==> src/rtl/zpad_pkg.sv <==
package zpad_pkg;

  // Side length of the padded map for a given kernel and stride.
  function automatic int zp_out_side(input int side_in, input int kern, input int strd);
    return kern + strd * ((side_in / strd) - 1);
  endfunction

  // Leading (top/left) pad: the larger half when the total is odd.
  function automatic int zp_lead_pad(input int total_pad);
    return (total_pad + 1) / 2;
  endfunction

  // Counter width that stays legal for a count limit of one.
  function automatic int zp_cnt_width(input int limit);
    return (limit > 1) ? $clog2(limit) : 1;
  endfunction

endpackage

==> src/rtl/zpad_pos_counter.sv <==
module zpad_pos_counter
  import zpad_pkg::*;
#(
  parameter int SIDE   = 7,
  parameter int IMAGES = 2,
  parameter int CW     = zp_cnt_width(SIDE)
) (
  input  logic          clk,
  input  logic          rst_n,
  input  logic          step,
  output logic [CW-1:0] row,
  output logic [CW-1:0] col,
  output logic          finished
);

  localparam int IW = zp_cnt_width(IMAGES);

  logic [CW-1:0] row_q, row_n;
  logic [CW-1:0] col_q, col_n;
  logic [IW-1:0] img_q, img_n;
  logic          fin_q, fin_n;
  logic          col_last, row_last, img_last;

  assign col_last = (col_q == CW'(SIDE - 1));
  assign row_last = (row_q == CW'(SIDE - 1));
  assign img_last = (img_q == IW'(IMAGES - 1));

  always_comb begin
    row_n = row_q;
    col_n = col_q;
    img_n = img_q;
    fin_n = fin_q;
    if (step && !fin_q) begin
      if (!col_last) begin
        col_n = col_q + 1'b1;
      end else begin
        col_n = '0;
        if (!row_last) begin
          row_n = row_q + 1'b1;
        end else begin
          row_n = '0;
          if (!img_last) begin
            img_n = img_q + 1'b1;
          end else begin
            img_n = '0;
            fin_n = 1'b1;
          end
        end
      end
    end
  end

  always_ff @(posedge clk or negedge rst_n) begin
    if (!rst_n) begin
      row_q <= '0;
      col_q <= '0;
      img_q <= '0;
      fin_q <= 1'b0;
    end else begin
      row_q <= row_n;
      col_q <= col_n;
      img_q <= img_n;
      fin_q <= fin_n;
    end
  end

  assign row      = row_q;
  assign col      = col_q;
  assign finished = fin_q;

endmodule

==> src/rtl/zpad_region.sv <==
module zpad_region #(
  parameter int SIDE_IN = 6,
  parameter int LEAD    = 1,
  parameter int CW      = 3
) (
  input  logic [CW-1:0] row,
  input  logic [CW-1:0] col,
  output logic          interior
);

  logic [CW-1:0] coord [2];
  logic [1:0]    axis_in;

  assign coord[0] = row;
  assign coord[1] = col;

  for (genvar a = 0; a < 2; a++) begin : g_axis
    assign axis_in[a] = (int'(coord[a]) >= LEAD) && (int'(coord[a]) < LEAD + SIDE_IN);
  end

  assign interior = &axis_in;

endmodule

==> src/rtl/zpad_out_stage.sv <==
module zpad_out_stage #(
  parameter int PW = 8
) (
  input  logic          clk,
  input  logic          rst_n,
  input  logic          load,
  input  logic [PW-1:0] load_data,
  input  logic          out_ready,
  output logic          out_valid,
  output logic [PW-1:0] out_data,
  output logic          slot_free
);

  logic          vld_q, vld_n;
  logic [PW-1:0] dat_q;
  logic          dat_en;

  always_comb begin
    vld_n  = vld_q;
    dat_en = load;
    if (load) begin
      vld_n = 1'b1;
    end else if (out_ready) begin
      vld_n = 1'b0;
    end
  end

  always_ff @(posedge clk or negedge rst_n) begin
    if (!rst_n) begin
      vld_q <= 1'b0;
    end else begin
      vld_q <= vld_n;
    end
  end

  always_ff @(posedge clk or negedge rst_n) begin
    if (!rst_n) begin
      dat_q <= '0;
    end else if (dat_en) begin
      dat_q <= load_data;
    end
  end

  assign slot_free = !vld_q || out_ready;
  assign out_valid = vld_q;
  assign out_data  = dat_q;

endmodule

==> src/rtl/zpad_inserter.sv <==
module zpad_inserter
  import zpad_pkg::*;
#(
  parameter int IMG_SIDE  = 6,
  parameter int KERNEL    = 3,
  parameter int STRIDE    = 2,
  parameter int CHANNELS  = 2,
  parameter int ELEM_BITS = 4,
  parameter int IMAGES    = 2
) (
  input  logic                          clk,
  input  logic                          rst_n,
  input  logic                          in_valid,
  output logic                          in_ready,
  input  logic [CHANNELS*ELEM_BITS-1:0] in_data,
  output logic                          out_valid,
  input  logic                          out_ready,
  output logic [CHANNELS*ELEM_BITS-1:0] out_data
);

  localparam int OUT_SIDE = zp_out_side(IMG_SIDE, KERNEL, STRIDE);
  localparam int LEAD     = zp_lead_pad(OUT_SIDE - IMG_SIDE);
  localparam int CW       = zp_cnt_width(OUT_SIDE);
  localparam int PW       = CHANNELS * ELEM_BITS;

  if (IMG_SIDE % STRIDE != 0) begin : g_bad_stride
    $error("zpad_inserter: STRIDE must divide IMG_SIDE");
  end
  if (OUT_SIDE < IMG_SIDE) begin : g_bad_kernel
    $error("zpad_inserter: padded side smaller than input side");
  end

  logic [CW-1:0] gen_row, gen_col;
  logic          finished;
  logic          interior;
  logic          slot_free;
  logic          gen_ok;
  logic          step;
  logic [PW-1:0] fill_data;

  zpad_pos_counter #(
    .SIDE  (OUT_SIDE),
    .IMAGES(IMAGES),
    .CW    (CW)
  ) u_pos (
    .clk     (clk),
    .rst_n   (rst_n),
    .step    (step),
    .row     (gen_row),
    .col     (gen_col),
    .finished(finished)
  );

  zpad_region #(
    .SIDE_IN(IMG_SIDE),
    .LEAD   (LEAD),
    .CW     (CW)
  ) u_region (
    .row     (gen_row),
    .col     (gen_col),
    .interior(interior)
  );

  // Per-channel lane: pass the input element inside, zero on the border.
  for (genvar c = 0; c < CHANNELS; c++) begin : g_lane
    assign fill_data[c*ELEM_BITS +: ELEM_BITS] =
      interior ? in_data[c*ELEM_BITS +: ELEM_BITS] : '0;
  end

  assign gen_ok   = !finished && slot_free;
  assign in_ready = gen_ok && interior;
  assign step     = gen_ok && (!interior || in_valid);

  zpad_out_stage #(
    .PW(PW)
  ) u_out (
    .clk      (clk),
    .rst_n    (rst_n),
    .load     (step),
    .load_data(fill_data),
    .out_ready(out_ready),
    .out_valid(out_valid),
    .out_data (out_data),
    .slot_free(slot_free)
  );

endmodule

==> config.mk <==
export PLATFORM = sky130hd
export DESIGN_NAME = zpad_inserter
export DESIGN_NICKNAME = d
export VERILOG_FILES = /design/src/rtl/zpad_pkg.sv /design/src/rtl/zpad_pos_counter.sv /design/src/rtl/zpad_region.sv /design/src/rtl/zpad_out_stage.sv /design/src/rtl/zpad_inserter.sv
export SDC_FILE = /design/constraint.sdc
export NUM_CORES = 1
export LEC_CHECK = 0
export ABC_AREA = 1
export BUFFER_PORTS_ARGS = -buffer_cell sky130_fd_sc_hd__buf_4
export CORE_UTILIZATION = 35
export CTS_CLUSTER_SIZE = 8
export DETAILED_ROUTE_END_ITERATION = 10
export PLACE_DENSITY = 0.65
export SYNTH_ARGS = -nofsm -noshare
export SYNTH_HDL_FRONTEND = slang
export SYNTH_HIERARCHICAL = 1
export SYNTH_SLANG_ARGS = --single-unit
export TNS_END_PERCENT = 50
==> constraint.sdc <==
create_clock -name clk -period 1.6 [get_ports clk]
set_input_delay 0.32 -clock clk [delete_from_list [all_inputs] [get_ports clk]]
set_output_delay 0.32 -clock clk [all_outputs]
set_load 0.02 [all_outputs]
==> summary.txt, run 1 <==
STA
  – Final setup fails: 1
  – Final Hold Vio Count: 0
  – Worst-margin pin slew: 226 ps
  – Slew Limit Fails: 0
  – Clock Skews: 1.53 ps
  – Part of the cycle the worst path needs: 1.01
  – Unrepaired setup endpoints after global routing: true
  – Slew headroom: 0.848
  – Hold slack final: 276 ps
  – Post-route setup slack: -15.2 ps
  – Post-layout minimum cycle time: 1620 ps
  – Max Clk Rate: 619 MHz

Cells and area
  – Layout cells sized above 1: 0.315
  – Nets: 175
  – FILL cells: 247
  – N_diodes: 0
  – Register area: 427 um^2
  – Area of the multi-input gates: 395 um^2
  – Area Overhead vs Synth: 36.2%
  – Post-Layout Inst Area: 1240 um^2

Global route
  – GRT Total Usage: 0.152
  – Gr ovfl total: 0
  – First-pass GRT wire length: 3.03 mm
  – Largest net degree at the start of global routing: 18
  – Vias in the first global route: 749
  – Initial antenna violation count: 0

Worst setup path
  – Worst Path Arrival: 1300 ps
  – Slowest CP cell: dfrtp_2
  – Most common cell on crit path: nor2_2
  – Reg-to-reg startpoint: u_pos/row[0]
  – R2r endpoint: u_pos/row[2]
  – Crit start category: flop
  – Crit Path Max Fanout: 6
  – Reg2reg setup slack: 50 ps
  – Cell-by-cell trace of the critical path: nand3_1 -> nand2_1 -> nor2_2 -> inv_2 -> nor2_2 -> buf_4
  – CP max stage delay: 450 ps
  – Critical path class: flop to output port
  – Critical path's top delay family: flip-flops
  – Buf/Inv on CP: 2
  – Worst EP required: 1280 ps
  – Crit end category: output port
  – Register-to-Register Path Depth: 12

Logic synthesis
  – Post-synth cell types: 15
  – Mean Syn Cell Area: 7.25 um^2
  – Synth area leaders: dfrtp_1, nand2_1, inv_1
  – Ys async rst share: 1.00
  – Cell area after synthesis: 913 um^2
  – Syn Nets: 138
  – Total number of yosys warnings: 6
  – Synth area leader: dfrtp_1
  – Post-synthesis sequential area ratio: 0.466
  – Number of flops mapped to enable cells by yosys: 0
  – Top cell type's share of synthesized area: 0.466
  – Mapped Cells: 126
  – Count leader, synth: nand2_1
  – Synth top cells by count: nand2_1, inv_1, dfrtp_1
  – Primary FF master, synth: dfrtp_1
  – Register bit total from synthesis: 17

Floorplanning
  – Core area: 2480 um^2
  – Die X: 53.1 um
  – Initial core utilization: 0.369
  – Row count: 18
  – IO Pins: 22
  – Full die area: 2820 um^2
  – Die H: 53.1 um

Placement
  – Placed cell area: 1130 um^2
  – Detailed placement HPWL: 1.36 mm
  – GPL Wtd Cong: 0.690
  – Setup Slack @ Placement: 116 ps
  – Port Buffer Count: 21

Run status
  – Violated checks: setup timing
  – Status: finished, violations left

Clock network
  – CTS Buf Count: 3
  – Clk pin slew, worst setup/hold paths: 100 ps
  – TritonCTS clock tree: built
  – Maximum clock path buffer count: 2
  – Clk sink count: 17
  – Worst-Skew Late Latency: 290 ps
  – CTS H-tree lvls: 1
  – Root buffer cell: clkbuf_4

Detailed routing
  – DRT Pass-1 Iters: 4
  – Number of DRC markers in iteration 0: 10
  – Drt wl/cell: 9.84 um
  – Via density: 4.43
  – Total wire length: 1.89 mm
  – Antenna viol nets, final: 0
  – Via count: 850
  – # DRC: 0

Power
  – Worst IR drop on VDD: 0.289 mV
  – Lkg Pwr: 0.753 nW
  – PwrDens: 557 nW/um^2
  – Total power: 0.693 mW

Min path
  – Hold Path Class: input pin to flop
  – Hold path startpoint: out_ready
  – Worst hold path depth: 4
  – Hold Path Sink: u_out/out_valid

Flow run
  – Max-cap violations: 0
worst max path at each step:
stage              endpoint         start  slack (ps)  cells after the start
3_3_place_gp   u_pos/row[0]  u_pos/row[0]         150                     12
6_report           in_ready  u_pos/row[0]         -20                      6
5_1_grt            in_ready  u_pos/row[0]        -110                      6
4_1_cts            in_ready  u_pos/row[0]         -70                      7
3_5_place_dp   u_pos/row[0]  u_pos/row[1]         120                     12
2_1_floorplan  u_pos/row[0]  u_pos/col[1]          60                     13
layout by cell type (no fill, tap or decap):
cell type / netlist / routed
clkbuf_1: 0 / 1
buf_6: 2 / 2
inv_2: 5 / 4
nand3_2: 1 / 1
nand3_1: 8 / 8
a21oi_1: 3 / 3
inv_1: 19 / 19
clkbuf_4: 0 / 3
nand3_4: 1 / 1
dfrtp_2: 0 / 1
nor3_1: 2 / 2
buf_4: 0 / 31
nand2_2: 2 / 1
dfrtp_1: 17 / 16
nor2_4: 0 / 2
dlygate4sd3_1: 0 / 1
nor2_8: 1 / 1
nor2_1: 7 / 5
inv_4: 0 / 1
nand2_1: 55 / 55
nand2_4: 0 / 1
nor2_2: 2 / 2
o21ai_0: 1 / 1
per-layer routing:
layer | wire, um | share of wire | track usage | up-vias
li1 | - | - | - | 444
met1 | 795 | 0.42 | 0.168 | 382
met2 | 1000 | 0.53 | 0.272 | 20
met3 | 50 | 0.026 | 0.0259 | 4
met4 | 39 | 0.021 | 0.0789 | 0
met5 | 0 | 0 | 0 | -
flip-flops by register name (all words and copies together) (netlist names):
name	flops
u_pos/img_last	1
u_pos/col	3
u_pos/row	3
u_out/out_data	8
u_pos/finished	1
u_out/out_valid	1
area by class of cell:
class,instances,area share
inverters,24,0.0744
clock buffers,4,0.0211
multi-input cells,83,0.318
repair buffers,34,0.213
flip-flops and latches,17,0.343
well taps,30,0.0302
per-stage QoR:
stage | std cells | setup TNS (ps) | utilization
3_5_place_dp | 181 | 0 | 0.457
4_1_cts | 190 | -66.9 | 0.484
5_1_grt | 192 | -544 | 0.502
2_1_floorplan | 126 | 0 | -
6_report | 192 | -15.2 | 0.502
3_3_place_gp | 181 | 0 | 0.457
logic make-up (layout without fill, tap and decap cells):
group / count (synthesis) / in the layout / synth area share
and+or+nand+nor: 79 / 79 / 0.389
buffers and inverters: 26 / 62 / 0.123
DFF: 17 / 17 / 0.466
AOI/OAI and AO/OA: 4 / 4 / 0.0219
report_power, final:
group | switching [mW] | leakage, nW | total (mW) | internal, mW
registers | 0 | 0.220 | 0.429 | 0.429
clock network | 0.135 | 0.0150 | 0.232 | 0.0969
logic | 0.0125 | 0.518 | 0.0312 | 0.0186
tightest hold or removal path, stage by stage:
cell and delay (ps):
buf_4 70, inv_1 30, nand2_1 70, nand2_1 50
repair_timing:
| action | in CTS | in global routing |
|---|---|---|
| endpoints found under the setup margin | 1 | 18 |
| hold buffers | 1 | 0 |
| pin swaps | 7 | 3 |
| buffers inserted | 4 | 2 |
| hold endpoints to repair | 17 | 0 |
| gates resized for setup | 1 | 8 |
| cloned | 0 | 0 |
No activity file was read; power rests on OpenSTA's default activity.
==> run 2, diff against run 1 <==
--- a/config.mk
+++ b/config.mk
@@ -7,10 +7,10 @@
 export LEC_CHECK = 0
 export ABC_AREA = 1
 export BUFFER_PORTS_ARGS = -buffer_cell sky130_fd_sc_hd__buf_4
-export CORE_UTILIZATION = 35
+export CORE_UTILIZATION = 50
 export CTS_CLUSTER_SIZE = 8
 export DETAILED_ROUTE_END_ITERATION = 10
-export PLACE_DENSITY = 0.65
+export PLACE_DENSITY = 0.78
 export SYNTH_ARGS = -nofsm -noshare
 export SYNTH_HDL_FRONTEND = slang
 export SYNTH_HIERARCHICAL = 1
==> constraint.sdc (replaced) <==
create_clock -name clk -period 2 [get_ports clk]
set_input_delay 0.4 -clock clk [delete_from_list [all_inputs] [get_ports clk]]
set_output_delay 0.4 -clock clk [all_outputs]
set_load 0.02 [all_outputs]
==> summary.txt, run 2 (synthesis results as in run 1) <==
Detailed routing
  – # DRC: 0
  – Antenna viol nets, final: 0
  – Total wire length: 1.84 mm
  – Via count: 811
  – DRT Pass-1 Iters: 3
  – Drt wl/cell: 10.4 um
  – Number of DRC markers in iteration 0: 29
  – Via density: 4.58

Floorplanning
  – Initial core utilization: 0.529
  – Die H: 44.7 um
  – Die X: 44.7 um
  – Row count: 15
  – Core area: 1730 um^2
  – IO Pins: 22
  – Full die area: 2000 um^2

STA
  – Worst-margin pin slew: 289 ps
  – Post-layout minimum cycle time: 1870 ps
  – Post-route setup slack: 128 ps
  – Unrepaired setup endpoints after global routing: false
  – Slew Limit Fails: 0
  – Setup TNS: 0 ps
  – Final Hold Vio Count: 0
  – Max Clk Rate: 534 MHz
  – Clock Skews: 2.87 ps
  – Slew headroom: 0.807
  – Final setup fails: 0
  – Part of the cycle the worst path needs: 0.936

Placement
  – Detailed placement HPWL: 1.37 mm
  – Setup Slack @ Placement: 278 ps
  – GPL Wtd Cong: 0.752
  – Port Buffer Count: 21

Clock network
  – Clk sink count: 17
  – Post_cts resized: 0
  – TritonCTS clock tree: built
  – Worst-Skew Late Latency: 280 ps
  – Maximum clock path buffer count: 2
  – Clk pin slew, worst setup/hold paths: 90 ps
  – CTS H-tree lvls: 1
  – Root buffer cell: clkbuf_4
  – CTS Buf Count: 3

Cells and area
  – N_diodes: 0
  – Commonest non-fill, non-tap cell in the layout: nand2_1
  – Number of flip-flops in the largest register: 8
  – Layout cells sized above 1: 0.250
  – Commonest non-fill, non-tap cells in the layout: nand2_1, buf_4, inv_1, dfrtp_1, nand3_1
  – Nets: 165
  – Area Overhead vs Synth: 23.8%
  – Finished Core Util: 0.655
  – FILL cells: 169

Power
  – Lkg Pwr: 0.685 nW
  – Worst IR drop on VDD: 0.369 mV
  – Total power: 0.545 mW
  – PwrDens: 482 nW/um^2

Global route
  – Vias in the first global route: 713
  – First-pass GRT wire length: 2.94 mm
  – Gr ovfl total: 0
  – Initial antenna violation count: 0
  – Largest net degree at the start of global routing: 18
  – GRT Total Usage: 0.208

Worst setup path
  – Register-to-Register Path Depth: 12
  – Crit Path Max Fanout: 8
  – Critical path class: flop to output port
  – Crit end category: output port
  – Worst EP required: 1600 ps
  – Worst Path Arrival: 1470 ps
  – Crit start category: flop

Flow run
  – Max-cap violations: 0

Min path
  – Hold Path Class: input pin to flop
  – Worst hold path depth: 4

Run status
  – Status: finished clean
run 2: final timing paths:
kind | startpoint | end | slack (ps)
setup / recovery | u_pos/row[1] | in_ready | 130
hold / removal | out_ready | u_out/out_valid | 390
setup reg to reg | u_pos/row[1] | u_pos/row[1] | 260
hold reg to reg | u_out/out_data[7] | u_out/out_data[7] | 480
max in group asynchronous | rst_n | u_out/out_data[6] | 1300
min in group asynchronous | rst_n | u_pos/row[0] | 510
run 2: layout make-up:
type	instances	area, um^2	area share
Clock buffer	4	26.3	0.0232
Inverter	24	90.1	0.0796
Multi-Input combinational cell	83	375	0.332
Sequential cell	17	425	0.376
Tap cell	25	31.3	0.0277
Timing Repair Buffer	24	183	0.162
run 2: report_power, final:
part	switching (mW)	internal [mW]	total, mW	leakage (nW)
Clock	0.0993	0.0774	0.177	0.0150
Combinational	0.00991	0.0149	0.0248	0.448
Sequential	0	0.343	0.343	0.222
run 2: worst max-delay path: stages, from the launching register on:
cell	delay, ps
dfrtp_1	510
nor2_1	70
nand2_1	60
nand2_1	50
nor2_1	150
inv_2	60
nor2_1	120
buf_4	160
run 2: metrics by stage:
| stage | hold WS [ps] | cell area, um^2 | std cells |
|---|---|---|---|
| after floorplan | 104 | 913 | 126 |
| after global placement | 278 | 1090 | 172 |
| after detailed placement | 282 | 1090 | 172 |
| after CTS | 379 | 1130 | 177 |
| after global routing | 378 | 1130 | 177 |
| final | 390 | 1130 | 177 |
run 2: repair_timing:
| item | in CTS | in global routing |
|---|---|---|
| endpoints found under the hold margin | 17 | 0 |
| setup buffers | 0 | 0 |
| hold buffers | 1 | 0 |
run 2: routing by layer:
| layer | wire length [um] | vias to the layer above | share of wire | GRT usage |
|---|---|---|---|---|
| li1 | - | 421 | - | - |
| met1 | 883 | 372 | 0.48 | 0.256 |
| met2 | 872 | 16 | 0.47 | 0.341 |
| met3 | 68 | 2 | 0.037 | 0.0480 |
| met4 | 14 | 0 | 0.0076 | 0.109 |
| met5 | 0 | - | 0 | 0 |
